==> config.mk <==
export PLATFORM = sky130hd
export DESIGN_NAME = smm_window_regs
export DESIGN_NICKNAME = d
export VERILOG_FILES = /design/src/rtl/smm_window_pkg.sv /design/src/rtl/smm_cfg_byte.sv /design/src/rtl/smm_lock_ctrl.sv /design/src/rtl/smm_window_regs.sv
export SDC_FILE = /design/constraint.sdc
export NUM_CORES = 1
export LEC_CHECK = 0
export ABC_AREA = 1
export BUFFER_PORTS_ARGS = -buffer_cell sky130_fd_sc_hd__clkbuf_2
export CAP_MARGIN = 10
export CORE_MARGIN = 3
export CORE_UTILIZATION = 50
export DETAILED_ROUTE_END_ITERATION = 16
export PLACE_DENSITY = 0.87
export REMOVE_ABC_BUFFERS = 1
export SLEW_MARGIN = 20
export SYNTH_ARGS = -nofsm -noshare
export SYNTH_HDL_FRONTEND = slang
export SYNTH_SLANG_ARGS = --single-unit
==> constraint.sdc <==
create_clock -name clk -period 2.3 [get_ports clk]
set_input_delay 0.23 -clock clk [delete_from_list [all_inputs] [get_ports clk]]
set_output_delay 0.23 -clock clk [all_outputs]
set_load 0.02 [all_outputs]
==> src/rtl/smm_window_pkg.sv <==
package smm_window_pkg;
  localparam int unsigned DATA_W = 8;

  // primary register bit positions
  localparam int unsigned P_OPEN  = 6;
  localparam int unsigned P_CLOSE = 5;
  localparam int unsigned P_LOCK  = 4;
  localparam int unsigned P_GLOB  = 3;
  localparam int unsigned P_BASE_LO = 0;
  localparam int unsigned BASE_W  = 3;

  // secondary register bit positions
  localparam int unsigned S_HIGH  = 7;
  localparam int unsigned S_SIZE_LO = 1;
  localparam int unsigned SIZE_W  = 2;
  localparam int unsigned S_TSEG  = 0;

  // fields frozen by the lock
  localparam logic [DATA_W-1:0] PRI_FROZEN = 8'h5F;
  localparam logic [DATA_W-1:0] SEC_FROZEN = 8'h87;
  localparam logic [DATA_W-1:0] ALL_ONES   = {DATA_W{1'b1}};
endpackage

==> src/rtl/smm_cfg_byte.sv <==
module smm_cfg_byte
  import smm_window_pkg::*;
#(
  parameter logic [DATA_W-1:0] RST_VAL = '0
) (
  input  logic              clk,
  input  logic              rst_n,
  input  logic              wr_en,
  input  logic [DATA_W-1:0] wdata,
  input  logic [DATA_W-1:0] wmask,
  input  logic [DATA_W-1:0] clr,
  output logic [DATA_W-1:0] q
);
  logic [DATA_W-1:0] merged;
  logic [DATA_W-1:0] q_nxt;

  always_comb begin
    merged = wr_en ? ((q & ~wmask) | (wdata & wmask)) : q;
    q_nxt  = merged & ~clr;
  end

  always_ff @(posedge clk or negedge rst_n) begin
    if (!rst_n) q <= RST_VAL;
    else        q <= q_nxt;
  end
endmodule

==> src/rtl/smm_lock_ctrl.sv <==
module smm_lock_ctrl
  import smm_window_pkg::*;
#(
  parameter bit RESUME_CLEARS_LOCK = 1'b1
) (
  input  logic              locked,
  input  logic              wr_pri,
  input  logic              wr_open,
  input  logic              wr_close,
  input  logic              wr_lock,
  input  logic              resume_evt,
  output logic [DATA_W-1:0] pri_mask,
  output logic [DATA_W-1:0] sec_mask,
  output logic [DATA_W-1:0] pri_clr,
  output logic [DATA_W-1:0] sec_clr
);
  logic lock_nxt;
  logic resume_drop;

  generate
    if (RESUME_CLEARS_LOCK) begin : g_resume_drop
      assign resume_drop = resume_evt;
    end else begin : g_resume_keep
      assign resume_drop = 1'b0;
    end
  endgenerate

  always_comb begin
    pri_mask = locked ? ~PRI_FROZEN : ALL_ONES;
    sec_mask = locked ? ~SEC_FROZEN : ALL_ONES;
    lock_nxt = locked | (wr_pri & wr_lock);
    pri_clr  = '0;
    sec_clr  = '0;
    if (lock_nxt || (!locked && wr_pri && wr_open && wr_close))
      pri_clr[P_OPEN] = 1'b1;
    if (resume_drop)
      pri_clr[P_LOCK] = 1'b1;
  end
endmodule

==> src/rtl/smm_window_regs.sv <==
module smm_window_regs
  import smm_window_pkg::*;
#(
  parameter int unsigned       ADDR_W  = 8,
  parameter logic [ADDR_W-1:0] PRI_ADDR = 8'h10,
  parameter logic [ADDR_W-1:0] SEC_ADDR = 8'h11,
  parameter logic [7:0]        PRI_RST  = 8'h02,
  parameter logic [7:0]        SEC_RST  = 8'h00,
  parameter bit                RESUME_CLEARS_LOCK = 1'b1
) (
  input  logic              clk,
  input  logic              rst_n,
  input  logic              resume_evt,
  input  logic              cfg_wr,
  input  logic [ADDR_W-1:0] cfg_addr,
  input  logic [7:0]        cfg_wdata,
  output logic [7:0]        cfg_rdata,
  output logic              win_open,
  output logic              lock_active,
  output logic              glob_en,
  output logic [2:0]        base_seg,
  output logic              high_en,
  output logic [1:0]        tseg_size,
  output logic              tseg_en
);
  localparam int unsigned SYNC_STAGES = 2;

  logic [SYNC_STAGES-1:0] rst_sync;
  logic                   rst_int_n;
  logic [DATA_W-1:0]      pri_q, sec_q;
  logic [DATA_W-1:0]      pri_mask, sec_mask, pri_clr, sec_clr;
  logic                   hit_pri, hit_sec, wr_pri, wr_sec;

  // asynchronous assert, synchronous release
  always_ff @(posedge clk or negedge rst_n) begin
    if (!rst_n) rst_sync <= '0;
    else        rst_sync <= {rst_sync[SYNC_STAGES-2:0], 1'b1};
  end
  assign rst_int_n = rst_sync[SYNC_STAGES-1];

  always_comb begin
    hit_pri = (cfg_addr == PRI_ADDR);
    hit_sec = (cfg_addr == SEC_ADDR);
    wr_pri  = cfg_wr & hit_pri;
    wr_sec  = cfg_wr & hit_sec;
  end

  smm_lock_ctrl #(.RESUME_CLEARS_LOCK(RESUME_CLEARS_LOCK)) u_lock (
    .locked     (pri_q[P_LOCK]),
    .wr_pri     (wr_pri),
    .wr_open    (cfg_wdata[P_OPEN]),
    .wr_close   (cfg_wdata[P_CLOSE]),
    .wr_lock    (cfg_wdata[P_LOCK]),
    .resume_evt (resume_evt),
    .pri_mask   (pri_mask),
    .sec_mask   (sec_mask),
    .pri_clr    (pri_clr),
    .sec_clr    (sec_clr)
  );

  smm_cfg_byte #(.RST_VAL(PRI_RST)) u_pri (
    .clk(clk), .rst_n(rst_int_n), .wr_en(wr_pri), .wdata(cfg_wdata),
    .wmask(pri_mask), .clr(pri_clr), .q(pri_q)
  );

  smm_cfg_byte #(.RST_VAL(SEC_RST)) u_sec (
    .clk(clk), .rst_n(rst_int_n), .wr_en(wr_sec), .wdata(cfg_wdata),
    .wmask(sec_mask), .clr(sec_clr), .q(sec_q)
  );

  always_comb begin
    cfg_rdata = '0;
    if (hit_pri)      cfg_rdata = pri_q;
    else if (hit_sec) cfg_rdata = sec_q;
  end

  assign win_open    = pri_q[P_OPEN];
  assign lock_active = pri_q[P_LOCK];
  assign glob_en     = pri_q[P_GLOB];
  assign base_seg    = pri_q[P_BASE_LO +: BASE_W];
  assign high_en     = sec_q[S_HIGH];
  assign tseg_size   = sec_q[S_SIZE_LO +: SIZE_W];
  assign tseg_en     = sec_q[S_TSEG];

  // ---------------- assertions ----------------
  p_lock_set_r3: assert property (@(posedge clk) disable iff (!rst_int_n)
    (wr_pri && cfg_wdata[P_LOCK] && !resume_evt) |=> pri_q[P_LOCK]);

  p_open_low_r4: assert property (@(posedge clk) disable iff (!rst_int_n)
    pri_q[P_LOCK] |-> !pri_q[P_OPEN]);

  p_pri_frozen_r5: assert property (@(posedge clk) disable iff (!rst_int_n)
    (pri_q[P_LOCK] && !resume_evt) |=> $stable(pri_q & PRI_FROZEN));

  p_sec_frozen_r6: assert property (@(posedge clk) disable iff (!rst_int_n)
    (pri_q[P_LOCK] && !resume_evt) |=> $stable(sec_q & SEC_FROZEN));

  p_close_wins_r7: assert property (@(posedge clk) disable iff (!rst_int_n)
    (wr_pri && cfg_wdata[P_OPEN] && cfg_wdata[P_CLOSE]) |=> !pri_q[P_OPEN]);

  generate
    if (RESUME_CLEARS_LOCK) begin : g_chk_drop
      p_resume_drop_r8: assert property (@(posedge clk) disable iff (!rst_int_n)
        resume_evt |=> !pri_q[P_LOCK]);
    end else begin : g_chk_keep
      p_resume_keep_r8: assert property (@(posedge clk) disable iff (!rst_int_n)
        pri_q[P_LOCK] |=> pri_q[P_LOCK]);
    end
  endgenerate
endmodule

==> reports/summary.txt, run 1 <==
distinct cell type count of the synthesized netlist: 21
most frequent cells in the layout: clkbuf_2, nand2_1, dfrtp_1, nand3_1, o21ai_1
Die W: 49.2 um
pre-CTS setup slack: 0.724 ns
Post-CTS Repair Setup Buffers: 0
Post-Syn Instances: 109
PnR worst setup slack: 0.679 ns
WS Path Type: reg -> out
CTS tree: built
GPL Wtd Cong: 0.776
status: complete, no violations
RSZ-0062 raised after global routing: no
yosys warns: 0
Initial Util: 57.1%
setup violators final: 0
full die area: 2420 um^2
largest net degree at the start of global routing: 17
Area Growth Syn to Fin: 21.8%
IO Pins: 38
Seq/Total Area, Yosys: 48.5%
worst slew pin tran: 0.641 ns
Pleak: 0.678 nW
Setup crit start kind: register
TritonCTS Buffers: 3
DR vias/cell: 4.96
die height: 49.2 um
Hold Crit Class: in -> reg
fin crit share: 70.5%
WP data required: 2.07 ns
Nets: 166
critical path fanouts, max: 8
Max VDD drop: 408 uV
TNS Setup: 0 ns
drt pass-1 iters: 4
IO buf count: 37
core area: 1630 um^2
Pwr Density: 511 nW/um^2
final wirelength: 2010 um
DRC viols: 0
Max Clock Freq: 617 MHz
H-tree Lvls: 1
CP endpoint kind: output pin
Design Power: 579 uW
hold_ws: 0.0631 ns
worst rel slew slack: 57.3%
fin cells: 169
total grt overflow: 0
DP Wirelength: 1590 um
max-slew violation count: 0
clk_skew: 0.00787 ns
routed vias: 839
Placed Instance Area: 1100 um^2
row count: 14
final hold violation count: 0
Syn Area/Cell: 8.54 um^2
clk_lat worst skew: 0.30 ns
Initial DRC Count: 17
vias in the first global route: 826
GR Util All Layers: 18.0%
fin crit period: 1.62 ns
max_cap viols: 0
Clk Tree Root Cell: clkbuf_4
first-pass GRT wire length: 3430 um
synthesized flop and latch total: 18
critical path arrival: 1.39 ns
Final ANT Viol Nets: 0
Util after Layout: 69.6%
placed cell count: 164
total clock sinks: 18
drt wl/cell: 11.9 um
initial antenna violation count: 0
Worst-path clk slew: 0.10 ns
worst-case clock buffer depth: 2
Antenna diodes: 0
commonest non-fill, non-tap cell in the layout: clkbuf_2
design area: 1130 um^2
ratio of cells with drive above 1 in the final layout: 35.9%
Synth Cell Area: 931 um^2
[repair_timing]
action / in CTS / in global routing
hold buffers: 1 / 0
endpoints found under the hold margin: 2 / 0
resized for setup: 0 / 0
[final timing paths]
| check | from | endpoint | slack, ns | cells past startpoint |
|---|---|---|---|---|
| hold / removal | resume_evt | u_pri.q[4]$_DFF_PN0_ | 0.06 | 2 |
| setup reg to reg | u_pri.q[4]$_DFF_PN0_ | register | 1.12 | 5 |
| setup / recovery | u_pri.q[4]$_DFF_PN0_ | cfg_rdata[4] | 0.68 | 3 |
| max in group asynchronous | rst_sync[1]$_DFF_PN0_ | asynchronous set/reset pin | 1.62 | 0 |
| hold reg to reg | rst_sync[1]$_DFF_PN0_ | asynchronous set/reset pin | 0.26 | 0 |
| min in group asynchronous | rst_n | rst_sync[1]$_DFF_PN0_ | 0.24 | 2 |
[power by group]
part           switching [mW]  internal (mW)  leakage, nW
Combinational          0.0406         0.0280        0.431
Clock                  0.0965         0.0676       0.0150
Sequential             0.0139          0.333        0.232
Total                   0.151          0.428        0.678
[per-layer routing]
layer  routed length (um)  share of wire [%]  global-route usage, %  vias up
li1                     -                  -                      -      419
met1                  868                 43                   20.6      387
met2                  988                 49                   32.4       31
met3                  124                6.2                   4.28        2
met4                   25                1.2                   6.16        0
met5                    0                  0                      0        -
[synthesized netlist by cell type]
| cell type | n | share of area (%) |
|---|---|---|
| dfstp_2 | 1 | 2.8 |
| nor2_2 | 2 | 1.3 |
| conb_1 | 1 | 0.40 |
| nand3_1 | 11 | 5.9 |
| o21ai_1 | 10 | 5.4 |
| buf_6 | 1 | 1.2 |
| nand2_1 | 31 | 12 |
| nor2_8 | 2 | 4.3 |
| inv_1 | 9 | 3.6 |
| nand4_1 | 1 | 0.67 |
| a21oi_1 | 2 | 1.1 |
| buf_4 | 5 | 4.0 |
| clkinv_2 | 1 | 0.54 |
| nor2_1 | 3 | 1.2 |
| nand2_4 | 1 | 1.2 |
| nor2_4 | 1 | 1.2 |
| o21ai_0 | 6 | 3.2 |
| dfrtp_1 | 17 | 46 |
| nand2_2 | 2 | 1.3 |
| nand3b_2 | 1 | 1.2 |
| nand3_2 | 1 | 1.1 |
[cell families (layout without fill, tap and decap cells)]
kind of cell / Yosys count / after routing / synth area share, %
buffers and inverters: 16 / 52 / 9.41
other: 1 / 1 / 0.403
flip-flops: 18 / 18 / 48.5
AND/OR/NAND/NOR: 56 / 56 / 32.0
AO/OA/AOI/OAI: 18 / 18 / 9.68
[worst max-delay path: stages (launching register included)]
cell and delay (ns):
dfrtp_1 0.54, inv_1 0.15, o21ai_0 0.21, clkbuf_2 0.20
[area by class of cell]
type | instances | area, um^2
well taps | 24 | 30.0
multi-input cells | 75 | 392
inverters | 10 | 38.8
flip-flops and latches | 18 | 452
fillers | 136 | 495
repair buffers | 38 | 195
clock buffers | 4 | 26.3
Power figures use the tool's default switching activity.
==> run 2: changes to the inputs <==
--- a/config.mk
+++ b/config.mk
@@ -5,13 +5,14 @@
 export SDC_FILE = /design/constraint.sdc
 export NUM_CORES = 1
 export LEC_CHECK = 0
-export ABC_AREA = 1
+export ABC_AREA = 0
 export BUFFER_PORTS_ARGS = -buffer_cell sky130_fd_sc_hd__clkbuf_2
 export CAP_MARGIN = 10
+export CORE_ASPECT_RATIO = 1.5
 export CORE_MARGIN = 3
-export CORE_UTILIZATION = 50
+export CORE_UTILIZATION = 45
 export DETAILED_ROUTE_END_ITERATION = 16
-export PLACE_DENSITY = 0.87
+export PLACE_DENSITY = 0.81
 export REMOVE_ABC_BUFFERS = 1
 export SLEW_MARGIN = 20
 export SYNTH_ARGS = -nofsm -noshare
==> constraint.sdc (replaced) <==
create_clock -name clk -period 1.6 [get_ports clk]
set_input_delay 0.16 -clock clk [delete_from_list [all_inputs] [get_ports clk]]
set_output_delay 0.16 -clock clk [all_outputs]
set_load 0.02 [all_outputs]
==> reports/summary.txt, run 2 <==
status: complete, no violations
Pwr Density: 764 nW/um^2
distinct cell type count of the synthesized netlist: 18
H-tree Lvls: 1
Design Power: 836 uW
Crit-path slowest cell: nor4b_4
CP endpoint kind: output pin
full die area: 2540 um^2
ratio of cells with drive above 1 in the final layout: 55.1%
Max VDD drop: 616 uV
max-slew violation count: 0
DP Wirelength: 1510 um
setup violators final: 0
worst rel slew slack: 57.3%
Nets: 128
PnR worst setup slack: 0.181 ns
worst-case clock buffer depth: 2
synthesized flop and latch total: 18
Hold Crit Class: in -> reg
Syn Area/Cell: 12.6 um^2
Worst R2R End: u_pri.q[6]$_DFF_PN0_
TritonCTS Buffers: 3
commonest non-fill, non-tap cell in the layout: clkbuf_2
critical path fanouts, max: 8
fin crit period: 1.42 ns
vias in the first global route: 668
largest area contributor in the netlist: dfrtp_1
drt pass-1 iters: 2
DRC viols: 0
Die W: 42.1 um
Initial Util: 47.5%
Post-CTS Repair Setup Buffers: 0
hold_ws: 0.0531 ns
die height: 60.2 um
Util after Layout: 59.0%
final hold violation count: 0
total clock sinks: 18
WS Path Type: in -> out
initial antenna violation count: 0
clk_skew: 0.00397 ns
Yosys top cell area share: 48.3%
GPL Wtd Cong: 0.688
drt wl/cell: 14.9 um
WP data required: 1.44 ns
largest net degree at the start of global routing: 17
first-pass GRT wire length: 3040 um
clk_lat worst skew: 0.29 ns
Final ANT Viol Nets: 0
Worst Hold Path Cells: 2
IO buf count: 37
top cells by area, synth: dfrtp_1, mux2_2, mux2i_1, buf_4, nor2_1
pre-CTS setup slack: 0.107 ns
max_cap viols: 0
CP dominant cell by count: clkbuf_2
yosys warns: 0
total grt overflow: 0
Seq/Total Area, Yosys: 51.3%
RR Startpoint: u_pri.q[4]$_DFF_PN0_
most frequent cells in the layout: clkbuf_2, dfrtp_1, mux2_2, mux2i_1, nor2_1
cells along the critical path: clkbuf_2 > nor4b_4 > nand2_1 > nor2_1 > clkbuf_2
Max Clock Freq: 705 MHz
Pleak: 0.590 nW
Initial DRC Count: 16
Worst-path clk slew: 0.10 ns
worst slew pin tran: 0.641 ns
GR Util All Layers: 16.8%
ys async rst share: 100%
slowest stage delay, CP: 0.38 ns
fin cells: 128
row count: 19
TNS Setup: 0 ns
Synth Cell Area: 881 um^2
Clk Tree Root Cell: clkbuf_4
Post-synth EDFFs: 0
DR vias/cell: 5.22
fin crit share: 88.7%
core area: 1850 um^2
Antenna diodes: 0
RSZ-0062 raised after global routing: no
routed vias: 668
placed cell count: 123
Min-Delay Startpoint: resume_evt
top-count cell post-synth: dfrtp_1
most used flip-flop cell after synthesis: dfrtp_1
final wirelength: 1900 um
Hold Crit Endpoint: u_pri.q[4]$_DFF_PN0_
Setup crit start kind: input port
r2r setup slk: 0.24 ns
Area Growth Syn to Fin: 24.1%
Post-Syn Instances: 70
R2R depth: 2
CTS tree: built
Synth top cells by count: dfrtp_1, mux2_2, mux2i_1, nor2_1, buf_4
IO Pins: 38
critical path arrival: 1.26 ns
design area: 1090 um^2
Fill cells: 169
Placed Instance Area: 1060 um^2
## run 2: changes by cell type in the layout (fill, tap and decap cells not counted), sizes merged, moves of 2 or more
cell and delta:
nand2 -32, nand3 -12, mux2i +9, nand4 +2, inv -8, a21oi -2, o21ai -16, mux2 +14
## run 2: area by class of cell
type                       count  area [um^2]  area share [%]
sequential                    18          452            41.3
multi-input combinational     45          383            35.0
timing repair buffer          39          203            18.5
clock buffer                   4         26.3            2.40
tap                           21         26.3            2.40
inverter                       1         3.75           0.343
## run 2: worst max-delay path, delay by kind of cell
family,cells,cell delay [ns]
buffers and inverters,2,0.28
and+or+nand+nor,3,0.82
## run 2: power breakdown
group          internal [mW]  switching [mW]
clock network         0.0969           0.135
logic                 0.0540          0.0518
registers              0.477          0.0210
## run 2: cells by family after synthesis
group | synth area share (%)
mux | 28.1
simple gates | 14.2
flops | 51.3
buf+inv | 5.26
compound gates | 0.711
other cells | 0.426
## run 2: repair_timing
| action | in CTS | in global routing |
|---|---|---|
| gates resized for setup | 0 | 0 |
| hold buffers | 1 | 0 |
| endpoints found under the setup margin | 0 | 0 |
| endpoints found under the hold margin | 2 | 0 |
## run 2: how the worst max path moves through the flow
stage / startpoint / endpoint / slack (ns)
after floorplan: u_pri.q[4]$_DFF_PN0_ / u_pri.q[6]$_DFF_PN0_ / 0.26
after global placement: cfg_addr[5] / cfg_rdata[3] / 0.20
after detailed placement: cfg_addr[5] / register / 0.11
after CTS: cfg_addr[5] / cfg_rdata[5] / 0.17
after global routing: cfg_addr[5] / cfg_rdata[0] / 0.04
final: cfg_addr[5] / cfg_rdata[6] / 0.18
## run 2: metal layers
metal	part of all wire, %	wire length, um	track usage (%)
met2	55	1040	31.0
met3	7.1	136	4.82
met5	0	0	0
met4	2.3	44	10.7
met1	36	683	16.2
